<file path="config.mk">
export PLATFORM = sky130hd
export DESIGN_NAME = snoop_unlock_seq
export DESIGN_NICKNAME = d
export VERILOG_FILES = /design/src/rtl/sus_pkg.sv /design/src/rtl/sus_sync.sv /design/src/rtl/sus_evt.sv /design/src/rtl/sus_ctrl.sv /design/src/rtl/sus_regs.sv /design/src/rtl/snoop_unlock_seq.sv
export SDC_FILE = /design/constraint.sdc
export NUM_CORES = 1
export LEC_CHECK = 0
export CELL_PAD_IN_SITES_DETAIL_PLACEMENT = 0
export CELL_PAD_IN_SITES_GLOBAL_PLACEMENT = 1
export CORE_MARGIN = 2
export CORE_UTILIZATION = 45
export DETAILED_ROUTE_END_ITERATION = 8
export GPL_ROUTABILITY_DRIVEN = 0
export PLACE_DENSITY = 0.83
export SLEW_MARGIN = 30
export SYNTH_ARGS = -nofsm -noshare
export SYNTH_HDL_FRONTEND = slang
export SYNTH_SLANG_ARGS = --single-unit
</file>
<file path="constraint.sdc">
create_clock -name clk -period 2.8 [get_ports clk]
set_input_delay 0.7 -clock clk [delete_from_list [all_inputs] [get_ports clk]]
set_output_delay 0.7 -clock clk [all_outputs]
set_load 0.02 [all_outputs]
</file>
<file path="src/rtl/sus_pkg.sv">
package sus_pkg;
  typedef enum logic [1:0] {EV_NONE = 2'd0, EV_RD = 2'd1, EV_WR = 2'd2} ev_t;
  typedef enum logic {M_MATCH = 1'b0, M_ACCESS = 1'b1} mode_t;

  // Four-byte motif repeated twice; byte 0 sits in the low bits.
  function automatic logic [63:0] build_key();
    logic [63:0] k;
    logic [7:0]  motif [4];
    motif[0] = 8'hC5; motif[1] = 8'h3A; motif[2] = 8'hA3; motif[3] = 8'h5C;
    for (int i = 0; i < 8; i++) k[i*8 +: 8] = motif[i % 4];
    return k;
  endfunction

  localparam logic [63:0] KEY_DEFAULT = build_key();
endpackage

</file>
<file path="src/rtl/sus_sync.sv">
module sus_sync #(
  parameter int         W       = 1,
  parameter logic [W-1:0] RST_VAL = '0
) (
  input  logic         clk,
  input  logic         rst,
  input  logic [W-1:0] d,
  output logic [W-1:0] q
);
  logic [W-1:0] meta;
  always_ff @(posedge clk) begin
    if (rst) begin
      meta <= RST_VAL;
      q    <= RST_VAL;
    end else begin
      meta <= d;
      q    <= meta;
    end
  end
endmodule

</file>
<file path="src/rtl/sus_evt.sv">
module sus_evt
  import sus_pkg::*;
(
  input  logic clk,
  input  logic rst,
  input  logic ce_s,
  input  logic oe_s,
  input  logic we_s,
  output logic fall,
  output ev_t  ev
);
  logic ce_q;
  always_ff @(posedge clk) begin
    if (rst) ce_q <= 1'b1;
    else     ce_q <= ce_s;
  end

  // A bus cycle begins when the synchronized enable drops.
  assign fall = ce_q & ~ce_s;

  always_comb begin
    ev = EV_NONE;
    if (fall) begin
      if (!we_s)      ev = EV_WR;
      else if (!oe_s) ev = EV_RD;
    end
  end
endmodule

</file>
<file path="src/rtl/sus_ctrl.sv">
module sus_ctrl
  import sus_pkg::*;
#(
  parameter int                KEY_BITS  = 64,
  parameter logic [KEY_BITS-1:0] KEY     = KEY_DEFAULT,
  parameter int                XFER_BITS = 64,
  localparam int               PW        = $clog2(KEY_BITS),
  localparam int               XW        = $clog2(XFER_BITS)
) (
  input  logic          clk,
  input  logic          rst,
  input  ev_t           ev,
  input  logic          d0,
  input  logic          abort,
  input  logic          pf,
  output logic          in_access,
  output logic [PW-1:0] key_ptr,
  output logic          miss,
  output logic [XW-1:0] xfer_idx,
  output logic          xfer_wr,
  output logic          xfer_rd
);
  mode_t mode;

  assign in_access = (mode == M_ACCESS);
  assign xfer_wr   = in_access && (ev == EV_WR) && !pf && !abort;
  assign xfer_rd   = in_access && (ev == EV_RD) && !pf && !abort;

  always_ff @(posedge clk) begin
    if (rst || pf || abort) begin
      mode     <= M_MATCH;
      key_ptr  <= '0;
      miss     <= 1'b0;
      xfer_idx <= '0;
    end else if (mode == M_MATCH) begin
      if (ev == EV_RD) begin
        key_ptr <= '0;
        miss    <= 1'b0;
      end else if (ev == EV_WR && !miss) begin
        if (d0 == KEY[key_ptr]) begin
          if (key_ptr == PW'(KEY_BITS - 1)) begin
            mode     <= M_ACCESS;
            key_ptr  <= '0;
            xfer_idx <= '0;
          end else begin
            key_ptr <= key_ptr + 1'b1;
          end
        end else begin
          miss <= 1'b1;
        end
      end
    end else begin
      if (ev != EV_NONE) begin
        if (xfer_idx == XW'(XFER_BITS - 1)) begin
          mode     <= M_MATCH;
          xfer_idx <= '0;
        end else begin
          xfer_idx <= xfer_idx + 1'b1;
        end
      end
    end
  end
endmodule

</file>
<file path="src/rtl/sus_regs.sv">
module sus_regs #(
  parameter int NREG     = 8,
  parameter int RW       = 8,
  parameter int LOCK_BYTE = 4,
  parameter int LOCK_BIT  = 4,
  localparam int AW      = $clog2(NREG),
  localparam int BW      = $clog2(RW),
  localparam int XW      = AW + BW
) (
  input  logic          clk,
  input  logic          rst,
  input  logic          wr_en,
  input  logic          rd_en,
  input  logic [XW-1:0] idx,
  input  logic          d0,
  output logic          rd_bit,
  input  logic [AW-1:0] host_addr,
  output logic [RW-1:0] host_data,
  output logic          rst_lock
);
  logic [RW-1:0] regs [NREG];

  generate
    for (genvar g = 0; g < NREG; g++) begin : g_byte
      always_ff @(posedge clk) begin
        if (rst) regs[g] <= '0;
        else if (wr_en && idx[XW-1:BW] == AW'(g)) regs[g][idx[BW-1:0]] <= d0;
      end
    end
  endgenerate

  always_ff @(posedge clk) begin
    if (rst) begin
      rd_bit    <= 1'b0;
      host_data <= '0;
    end else begin
      if (rd_en) rd_bit <= regs[idx[XW-1:BW]][idx[BW-1:0]];
      host_data <= regs[host_addr];
    end
  end

  assign rst_lock = regs[LOCK_BYTE][LOCK_BIT];
endmodule

</file>
<file path="src/rtl/snoop_unlock_seq.sv">
module snoop_unlock_seq
  import sus_pkg::*;
#(
  parameter int                  KEY_BITS = 64,
  parameter logic [KEY_BITS-1:0] KEY      = KEY_DEFAULT,
  parameter int                  NREG     = 8,
  parameter int                  RW       = 8,
  localparam int                 AW       = $clog2(NREG),
  localparam int                 XFER_BITS = NREG * RW,
  localparam int                 XW       = $clog2(XFER_BITS),
  localparam int                 PW       = $clog2(KEY_BITS)
) (
  input  logic          clk,
  input  logic          rst,
  input  logic          bus_ce_n,
  input  logic          bus_oe_n,
  input  logic          bus_we_n,
  input  logic          bus_d0_in,
  input  logic          bus_rst_n,
  input  logic          rom_sel,
  input  logic          pwr_fail,
  output logic          mem_ce_n,
  output logic          bus_d0_out,
  output logic          bus_d0_oe,
  input  logic [AW-1:0] rf_addr,
  output logic [RW-1:0] rf_data
);
  logic ce_s, oe_s, we_s, d0_s, nrst_s, pf_s;
  logic fall;
  ev_t  ev;
  logic in_access, miss, xfer_wr, xfer_rd, rd_bit, rst_lock, abort;
  logic [PW-1:0] key_ptr;
  logic [XW-1:0] xfer_idx;
  logic blk, rd_active;

  sus_sync #(.W(5), .RST_VAL(5'b11110)) i_sync (
    .clk(clk), .rst(rst),
    .d({bus_ce_n, bus_oe_n, bus_we_n, bus_rst_n, bus_d0_in}),
    .q({ce_s, oe_s, we_s, nrst_s, d0_s})
  );

  sus_sync #(.W(1), .RST_VAL(1'b0)) i_pf_sync (
    .clk(clk), .rst(rst), .d(pwr_fail), .q(pf_s)
  );

  sus_evt i_evt (
    .clk(clk), .rst(rst), .ce_s(ce_s), .oe_s(oe_s), .we_s(we_s),
    .fall(fall), .ev(ev)
  );

  assign abort = !nrst_s && !rst_lock;

  sus_ctrl #(.KEY_BITS(KEY_BITS), .KEY(KEY), .XFER_BITS(XFER_BITS)) i_ctrl (
    .clk(clk), .rst(rst), .ev(ev), .d0(d0_s), .abort(abort), .pf(pf_s),
    .in_access(in_access), .key_ptr(key_ptr), .miss(miss),
    .xfer_idx(xfer_idx), .xfer_wr(xfer_wr), .xfer_rd(xfer_rd)
  );

  sus_regs #(.NREG(NREG), .RW(RW)) i_regs (
    .clk(clk), .rst(rst), .wr_en(xfer_wr), .rd_en(xfer_rd), .idx(xfer_idx),
    .d0(d0_s), .rd_bit(rd_bit), .host_addr(rf_addr), .host_data(rf_data),
    .rst_lock(rst_lock)
  );

  // The memory decision for a whole bus cycle is taken when it begins.
  always_ff @(posedge clk) begin
    if (rst) begin
      blk        <= 1'b0;
      rd_active  <= 1'b0;
      mem_ce_n   <= 1'b1;
      bus_d0_out <= 1'b0;
      bus_d0_oe  <= 1'b0;
    end else begin
      if (fall)      blk <= in_access;
      if (fall)      rd_active <= xfer_rd;
      else if (ce_s) rd_active <= 1'b0;
      mem_ce_n   <= pf_s ? ~rom_sel : (ce_s | (fall ? in_access : blk));
      bus_d0_out <= rd_bit;
      bus_d0_oe  <= rd_active & ~ce_s & ~oe_s & ~pf_s;
    end
  end
endmodule

</file>
# ---- After elaboration in Yosys (flattened, before gate mapping)
# Memory sizes are Yosys's and may differ from the RTL's. A register that Yosys moved wholly into a read port is not among the register bits.
# Cells that the tools add are included.
dict set report classes {
  order_cmp 3
  n_mux 127
  multipliers 0
  div_mod_pow 0
  n_reduce_logical 35
  bitwise_logic 74
  n_addsub 2
  n_eq_ne 15
  shifts 0
}
# op count
set op_table {}
lappend op_table {{1-bit 2-to-1 mux} 100}
lappend op_table {{6-bit 2-to-1 mux} 13}
lappend op_table {{1-bit OR} 65}
lappend op_table {{8-bit 2-to-1 mux} 8}
lappend op_table {{1-bit logical AND} 17}
lappend op_table {{2-bit nonzero test} 7}
lappend op_table {{6-bit by 1-bit adder with 6-bit output, second input constant} 2}
lappend op_table {{3-bit == test, second input constant} 4}
lappend op_table {{6-bit == test, second input constant} 2}
lappend op_table {{6-bit by 7-bit < comparator with 1-bit output, second input constant} 1}
lappend op_table {{3-bit by 2-bit == test with 1-bit output, second input constant} 2}
lappend op_table {{3-bit 2-to-1 mux} 2}
lappend op_table {{3-bit AND reduction} 2}
lappend op_table {{1-bit zero test} 5}
lappend op_table {{1-bit inverter} 5}
lappend op_table {{5-bit AND reduction} 1}
lappend op_table {{1-bit AND} 4}
lappend op_table {{3-bit by 4-bit < comparator with 1-bit output, second input constant} 1}
lappend op_table {{2-bit 2-to-1 mux} 2}
lappend op_table {{2-bit by 1-bit != test with 1-bit output, second input constant} 2}
lappend op_table {{1-bit binary-select mux with 3-bit select} 1}
lappend op_table {{1-bit demux with 3-bit select} 1}
lappend op_table {{3-bit by 1-bit == test with 1-bit output, second input constant} 1}
lappend op_table {{3-bit by 1-bit greater-or-equal comparator with 1-bit output, second input constant} 1}
lappend op_table {{other kinds (6)} 7}
dict set report word_totals {
  rom_bits 64
  mem_count 2
  latchBits 0
  regBits 33
  output_inout_bits 11
  inputBits 12
  ram_bits 64
  wordCells 273
}
# memory depth word_bits rd rd_ports_with_merged_regs wr line_no
set memory_table {}
lappend memory_table {{(no name shown)} 64 1 1 1 0 sus_ctrl.sv:40} ;# if (d0 == KEY[key_ptr]) begin
lappend memory_table {i_regs.regs 8 8 3 2 8 sus_regs.sv:21} ;# logic [RW-1:0] regs [NREG];

# ---- Depth between registers and ports, before layout
# Gate-level depths: netlist (run 1).
dict set report depth {
  ltp_word 12
  depth_mapped 8
  mapped_depth_nobuf 8
}

# ---- Modules after synthesis
# A second synthesis (run 1) with hierarchy kept.
dict set report unflattened {
  hier_cells 509
  area_unflattened_um2 5723.0
}
# module instances cells_each seq_area_each_um2 area_per_inst_um2
set modules_own_cells {}
lappend modules_own_cells {sus_regs 1 349 2102.0 4241.6}
lappend modules_own_cells {sus_ctrl 1 114 300.3 939.7}
lappend modules_own_cells {{sus_sync (i_sync)} 1 20 200.2 262.8}
lappend modules_own_cells {snoop_unlock_seq 1 17 100.1 171.4}
lappend modules_own_cells {sus_evt 1 5 20.0 55.1}
lappend modules_own_cells {{sus_sync (i_pf_sync)} 1 4 40.0 52.6}

# ---- Worst setup path after synthesis (run 1)
# Ideal clock, no wire load.
dict set report synth_path {
  path_kind {input-to-reg}
  start {in rst}
  end {mem i_regs.regs[0][0], enable pin}
  setup_ns 0.310
  path_stages 7
  arrival_ns 2.017
  setup_slack_ns 0.473
  n_path_buf 1
  required_ns 2.490
  path_cell_list {or2_2 > nor3b_1 > nand3_1 > nor3_1 > nand2b_1 > clkbuf_1 > o21ai_0}
}
# item line_no
set synth_lines {}
lappend synth_lines {{from (decl)} snoop_unlock_seq.sv:14} ;# input logic rst,
lappend synth_lines {{to (decl)} sus_regs.sv:21}

==> qor.csv, run 1 <==
stage,metric,value,unit
status,outcome,"finished, final reports clean",
synthesis,synth warn,0,
floorplanning,die width,114,um
grt,total grt overflow,0,
clocking,Post-CTS Setup Inserts,0,
timing,Rel. slew slack,57.2,%
floorplanning,starting density of the core,45.9,%
cells_and_area,share of layout cells above drive strength 1,16.3,%
synthesis,sequential share of the synthesized area,51.5,%
timing,hold_ws,0.408,ns
timing,Final setup viols,0,
power_and_ir_drop,Pleak,2.03,nW
timing,unrepaired setup endpoints after global routing,no,
clocking,"Clk pin slew, worst setup/hold paths",0.07,ns
setup_path,max incr delay on CP,0.42,ns
cells_and_area,"Non-Filler Cell Area, Final",6270,sq um
cells_and_area,P&R area growth vs syn,14.3,%
routing,drt wl/cell,18.3,um
timing,min cycle time layout,2.53,ns
cells_and_area,Nets,549,
timing,Worst Clk Skew,0.00568,ns
setup_path,depth of the most critical reg-to-reg path,7,
placed_design,IO buf count,22,
grt,Tot GR Track Use,20.4,%
clocking,post-CTS sizing,0,
floorplanning,cell row count,40,
clocking,clk_lat worst skew,0.35,ns
setup_path,critical path launch point type,input port,
cells_and_area,Fill cells,1052,
cells_and_area,Non-Filler Instances,687,
synthesis,Synth cell types,51,
grt,first-pass GRT wire length,20400,um
placed_design,DP Area,5950,sq um
clocking,hold buffers post-CTS,0,
routing,First DRT Iteration DRCs,357,
routing,Via Count,4067,
timing,fin worst setup slack,0.269,ns
routing,Post-route DRC,0,
run,MaxCap Viol Count,0,
timing,"Slew Viols, Final",0,
routing,Post-Route WL,12600,um
clocking,H-tree Lvls,3,
setup_path,critical path class,input port to register,
synthesis,Avg Synthesized Cell Area,10.7,sq um
setup_path,critical path data required time,2.84,ns
synthesis,Seq cells post-synth,109,
power_and_ir_drop,Pwr Total,3.35,mW
grt,vias in the first global route,3974,
cells_and_area,ant diodes,0,
routing,number of iterations in the first detailed-routing pass,5,
synthesis,Post-Syn Instances,515,
min_path,hold path depth,1,
synthesis,Post-synth EDFFs,64,
grt,pin count of the biggest net entering global routing,50,
routing,Detail Route Antenna Nets,0,
floorplanning,io pins,23,
synthesis,Post-synth ARST share,0,%
synthesis,"Cell Area, Synth",5490,sq um
placed_design,pre-CTS setup slack,-0.0604,ns
routing,Via density,5.92,
grt,initial antenna violation count,0,
timing,Fin. Hold Viols,0,
power_and_ir_drop,power per cell area,535,nW/um^2
clocking,CTS tree,built,
timing,achievable frequency,395,MHz
setup_path,worst path cell trace,"clkdlybuf4s50_1, or2_2, nor3b_1, nand3_1, nor3_1, nand2b_1, buf_4, o21ai_0",
setup_path,Worst Setup End Kind,register,
synthesis,top_reg_cell synth,edfxtp_1,
placed_design,hpwl dp,8660,um
floorplanning,die area,13100,sq um
setup_path,CP Data Arrival Time,2.57,ns
setup_path,crit path max fanout,14,
synthesis,synthesized netlist net count,529,
timing,fin crit share,90.4,%
floorplanning,chip height,114,um
min_path,Worst Hold Class,register to register,
clocking,Root Driver,clkbuf_16,
placed_design,Cells after DPL,671,
floorplanning,CORE AREA,12000,sq um
power_and_ir_drop,VDD IR max,245,uV
clocking,CTS Buf Count,9,
clocking,clock sinks,109,
clocking,CTS max path bufs,2,
setup_path,slowest CP cell,clkdlybuf4s50_1,
timing,Worst-Margin Slew,0.642,ns
-- metal layers --
layer,track usage (%),routed length [um]
met1,26.6,5350
met2,34.4,6450
met3,2.86,527
met4,8.54,276
met5,0,0
-- metrics by stage --
| step | utilization (%) | TNS [ns] |
|---|---|---|
| after floorplan | - | 0 |
| after global placement | 49.7 | -0.164 |
| after detailed placement | 49.7 | -0.692 |
| after CTS | 52.4 | 0 |
| after global routing | 52.4 | 0 |
| final | 52.4 | 0 |
-- area by class of cell --
type / count / area [sq um] / area share, %
well taps: 147 / 184 / 2.93
clock inverters: 2 / 10.0 / 0.160
clock buffers: 14 / 307 / 4.89
multi-input cells: 357 / 2470 / 39.4
repair buffers: 50 / 443 / 7.07
flip-flops and latches: 109 / 2820 / 45.0
inverters: 8 / 30.0 / 0.479
-- worst max-delay path: cells and delay by family --
family / cells / cell delay, ns
compound gates: 1 / 0.25
buf+inv: 2 / 0.60
simple gates: 5 / 1.02
-- cells in the mapped netlist, types with 4 or more instances --
library cell | number | area [sq um]
mux2i_1 | 31 | 310
a21oi_1 | 9 | 45.0
and3_1 | 4 | 25.0
buf_1 | 4 | 15.0
nand3_1 | 18 | 90.1
nor2b_1 | 9 | 56.3
clkbuf_1 | 31 | 116
nor3_1 | 6 | 30.0
inv_1 | 8 | 30.0
edfxtp_1 | 64 | 1920
a22oi_1 | 4 | 30.0
nand3b_1 | 7 | 52.6
dfxtp_1 | 45 | 901
nand4_1 | 4 | 25.0
o21ai_0 | 72 | 360
a31oi_1 | 5 | 31.3
mux4_2 | 25 | 563
or2_2 | 9 | 56.3
nor2_1 | 94 | 353
buf_2 | 6 | 30.0
nand2_1 | 25 | 93.8
-- sequential cells by signal (all words and copies together) (netlist names), 5 cells and up, named ones only --
register          cells
i_regs.regs          64
i_regs.host_data      8
i_ctrl.key_ptr        6
i_ctrl.xfer_idx       6
i_sync.meta           5
i_sync.q              5
-- path summary, 6_finish.rpt --
| check | startpoint | endpoint | slack, ns |
|---|---|---|---|
| worst max register to register | i_evt.ce_q$_SDFF_PP1_ | register | 0.52 |
| worst min-delay path | i_sync.meta[2]$_SDFF_PP1_ | i_sync.q[2]$_SDFF_PP1_ | 0.41 |
| worst min register to register | i_sync.meta[2]$_SDFF_PP1_ | i_sync.q[2]$_SDFF_PP1_ | 0.41 |
| worst max-delay path | rst | i_regs.regs[0][0]$_DFFE_PP_ | 0.27 |
-- where the power goes --
| group | switching, mW | total [mW] | internal [mW] |
|---|---|---|---|
| Clock | 0.565 | 1.32 | 0.758 |
| Sequential | 0.0336 | 1.79 | 1.76 |
| Combinational | 0.114 | 0.237 | 0.123 |
| Total | 0.713 | 3.35 | 2.64 |
-- logic make-up (layout without fill, tap and decap cells) --
logic type | Yosys count | in the layout | synth area share, %
simple gates | 190 | 190 | 16.6
flops | 109 | 109 | 51.5
compound gates | 107 | 107 | 11.7
mux | 56 | 56 | 15.9
buf+inv | 49 | 74 | 3.49
fa+ha+maj | 2 | 2 | 0.456
xor+xnor | 2 | 2 | 0.319
-- layout by cell type, fill, tap and decap left out, types with 5 or more instances in the layout --
cell type	netlist	routed
a21oi_1	9	9
a31oi_1	5	5
buf_4	0	27
clkbuf_16	0	11
clkdlybuf4s50_1	0	22
dfxtp_1	45	45
edfxtp_1	64	64
inv_1	8	8
mux2i_1	31	31
mux4_2	25	25
nand2_1	25	25
nand3_1	18	18
nand3b_1	7	7
nor2_1	94	94
nor2b_1	9	9
nor3_1	6	6
o21ai_0	72	72
or2_2	9	9
(Power assumes the default switching activity.)
==> run 2: changes to the inputs <==
--- a/config.mk
+++ b/config.mk
@@ -8,10 +8,10 @@
 export CELL_PAD_IN_SITES_DETAIL_PLACEMENT = 0
 export CELL_PAD_IN_SITES_GLOBAL_PLACEMENT = 1
 export CORE_MARGIN = 2
-export CORE_UTILIZATION = 45
+export CORE_UTILIZATION = 49
 export DETAILED_ROUTE_END_ITERATION = 8
 export GPL_ROUTABILITY_DRIVEN = 0
-export PLACE_DENSITY = 0.83
+export PLACE_DENSITY = 0.89
 export SLEW_MARGIN = 30
 export SYNTH_ARGS = -nofsm -noshare
 export SYNTH_HDL_FRONTEND = slang
==> qor.csv, run 2 (same netlist as run 1, synthesis figures left out) <==
stage,metric,value,unit,change
cells_and_area,Largest register FFs,64,,unchanged
cells_and_area,Top Registers,"i_regs.regs (64), i_regs.host_data (8)",,
timing,Worst Clk Skew,0.00781,ns,+0.00213 ns
power_and_ir_drop,power per cell area,509,nW/um^2,-4.9%
clocking,Root Driver,clkbuf_8,,
floorplanning,cell row count,38,,-5.0%
clocking,clock sinks,109,,unchanged
cells_and_area,Top reg by flops,i_regs.regs,,
floorplanning,die width,110,um,-4.0%
power_and_ir_drop,Pwr Total,3.15,mW,-6.0%
placed_design,hpwl dp,8660,um,about the same
routing,Via density,5.99,,+1.3%
setup_path,Worst Setup End Kind,register,,
floorplanning,chip height,110,um,-4.0%
grt,vias in the first global route,3900,,-1.9%
power_and_ir_drop,Pleak,2.00,nW,-1.5%
placed_design,IO buf count,22,,unchanged
clocking,clk_lat worst skew,0.37,ns,+0.02 ns
clocking,CTS max path bufs,2,,unchanged
grt,first-pass GRT wire length,20000,um,-2.0%
clocking,CTS Buf Count,9,,unchanged
grt,pin count of the biggest net entering global routing,37,,-26%
routing,Via Count,4076,,+0.22%
grt,Tot GR Track Use,22.1,%,+1.7 points
clocking,"Clk pin slew, worst setup/hold paths",0.09,ns,+0.02 ns
cells_and_area,Final Core Density,56.9,%,+4.5 points
clocking,Post-CTS Setup Inserts,0,,unchanged
cells_and_area,Nets,549,,unchanged
setup_path,depth of the most critical reg-to-reg path,7,,unchanged
floorplanning,io pins,23,,unchanged
cells_and_area,P&R area growth vs syn,12.9,%,
cells_and_area,Non-Filler Instances,680,,-1.0%
clocking,H-tree Lvls,3,,unchanged
setup_path,critical path launch point type,input port,,
clocking,CTS tree,built,,
setup_path,CP Data Arrival Time,2.58,ns,about the same
clocking,post-CTS sizing,0,,unchanged
placed_design,Cells after DPL,664,,-1.0%
floorplanning,CORE AREA,10900,sq um,-9.0%
routing,Post-route DRC,0,,unchanged
routing,First DRT Iteration DRCs,371,,+3.9%
timing,Worst-Margin Slew,0.675,ns,+0.0328 ns
cells_and_area,share of layout cells above drive strength 1,16.5,%,+0.19 points
timing,min cycle time layout,2.51,ns,-0.0174 ns
timing,"Slew Viols, Final",0,,unchanged
status,outcome,"finished, final reports clean",,
setup_path,R2R Setup Slk,0.55,ns,+0.03 ns
routing,drt wl/cell,18.3,um,about the same
clocking,hold buffers post-CTS,0,,unchanged
timing,achievable frequency,398,MHz,+0.69%
setup_path,CP startpoint,rst,,
grt,total grt overflow,0,,unchanged
routing,Detail Route Antenna Nets,0,,unchanged
floorplanning,starting density of the core,50.4,%,+4.5 points
floorplanning,die area,12100,sq um,-7.9%
timing,Final setup viols,0,,unchanged
timing,final setup TNS,0,ns,unchanged
setup_path,crit path max fanout,15,,+1
run,MaxCap Viol Count,0,,unchanged
timing,Fin. Hold Viols,0,,unchanged
setup_path,critical path class,input port to register,,
timing,fin crit share,89.8,%,-0.62 points
cells_and_area,"commonest non-fill, non-tap cell in the layout",nor2_1,,
cells_and_area,ant diodes,0,,unchanged
timing,fin worst setup slack,0.286,ns,+0.0174 ns
setup_path,critical path data required time,2.87,ns,+0.03 ns
placed_design,pre-CTS setup slack,-0.127,ns,-0.0669 ns
timing,Rel. slew slack,54.5,%,-2.7 points
power_and_ir_drop,VDD IR max,352,uV,+44%
setup_path,r2r startpoint,i_evt.ce_q$_SDFF_PP1_,,
routing,Post-Route WL,12500,um,-0.97%
routing,number of iterations in the first detailed-routing pass,5,,unchanged
timing,unrepaired setup endpoints after global routing,no,,
cells_and_area,most frequent cells in the layout,"nor2_1 (94), o21ai_0 (72), edfxtp_1 (64), dfxtp_1 (45), mux2i_1 (31)",,
grt,initial antenna violation count,0,,unchanged
min_path,Worst Hold Class,register to register,,
setup_path,Critical Path Sink,i_regs.regs[0][7]$_DFFE_PP_,,
## run 2: area by class of cell
type	count	area, sq um
flip-flops and latches	109	2820
well taps	140	175
fillers	899	4690
clock inverters	1	30.0
multi-input cells	357	2470
clock buffers	15	223
repair buffers	50	443
inverters	8	30.0
## run 2: metal layers
metal,track usage (%),up-vias,share of wire (%)
met5,0,-,0
met4,9.04,0,2.5
met3,3.44,31,5.4
met2,36.8,138,51
met1,29.0,1977,41
li1,-,1930,-
## run 2: worst max-delay path, cell delays in order
cell and delay (ns):
clkdlybuf4s50_1 0.41, or2_2 0.31, nor3b_1 0.28, nand3_1 0.14, nor3_1 0.25, nand2b_1 0.11, buf_4 0.19, o21ai_0 0.19
## run 2: how the worst min path moves through the flow
stage,startpoint,to,depth (start not counted)
2_1_floorplan,i_sync.meta[1]$_SDFF_PP1_,i_sync.q[1]$_SDFF_PP1_,1
3_3_place_gp,i_sync.meta[2]$_SDFF_PP1_,i_sync.q[2]$_SDFF_PP1_,1
3_5_place_dp,i_sync.meta[1]$_SDFF_PP1_,i_sync.q[1]$_SDFF_PP1_,1
4_1_cts,i_sync.meta[1]$_SDFF_PP1_,i_sync.q[1]$_SDFF_PP1_,1
5_1_grt,i_sync.meta[2]$_SDFF_PP1_,i_sync.q[2]$_SDFF_PP1_,1
6_report,i_sync.meta[1]$_SDFF_PP1_,i_sync.q[1]$_SDFF_PP1_,1
## run 2: per-stage QoR
| step | area (sq um) | hold slack [ns] |
|---|---|---|
| 2_1_floorplan | 5490 | 0.389 |
| 3_3_place_gp | 5940 | 0.395 |
| 3_5_place_dp | 5940 | 0.399 |
| 4_1_cts | 6190 | 0.422 |
| 5_1_grt | 6190 | 0.434 |
| 6_report | 6190 | 0.419 |
## run 2: where the power goes
part | switching (mW) | internal [mW] | total, mW
registers | 0.0343 | 1.76 | 1.79
logic | 0.116 | 0.122 | 0.237
clock network | 0.516 | 0.607 | 1.12
==> run 3: changes to the inputs <==
--- a/config.mk
+++ b/config.mk
@@ -8,10 +8,10 @@
 export CELL_PAD_IN_SITES_DETAIL_PLACEMENT = 0
 export CELL_PAD_IN_SITES_GLOBAL_PLACEMENT = 1
 export CORE_MARGIN = 2
-export CORE_UTILIZATION = 49
+export CORE_UTILIZATION = 45
 export DETAILED_ROUTE_END_ITERATION = 8
 export GPL_ROUTABILITY_DRIVEN = 0
-export PLACE_DENSITY = 0.89
+export PLACE_DENSITY = 0.83
 export SLEW_MARGIN = 30
 export SYNTH_ARGS = -nofsm -noshare
 export SYNTH_HDL_FRONTEND = slang
==> results of run 3 <==
Final layout, timing and power as in run 1 (identical DEF).
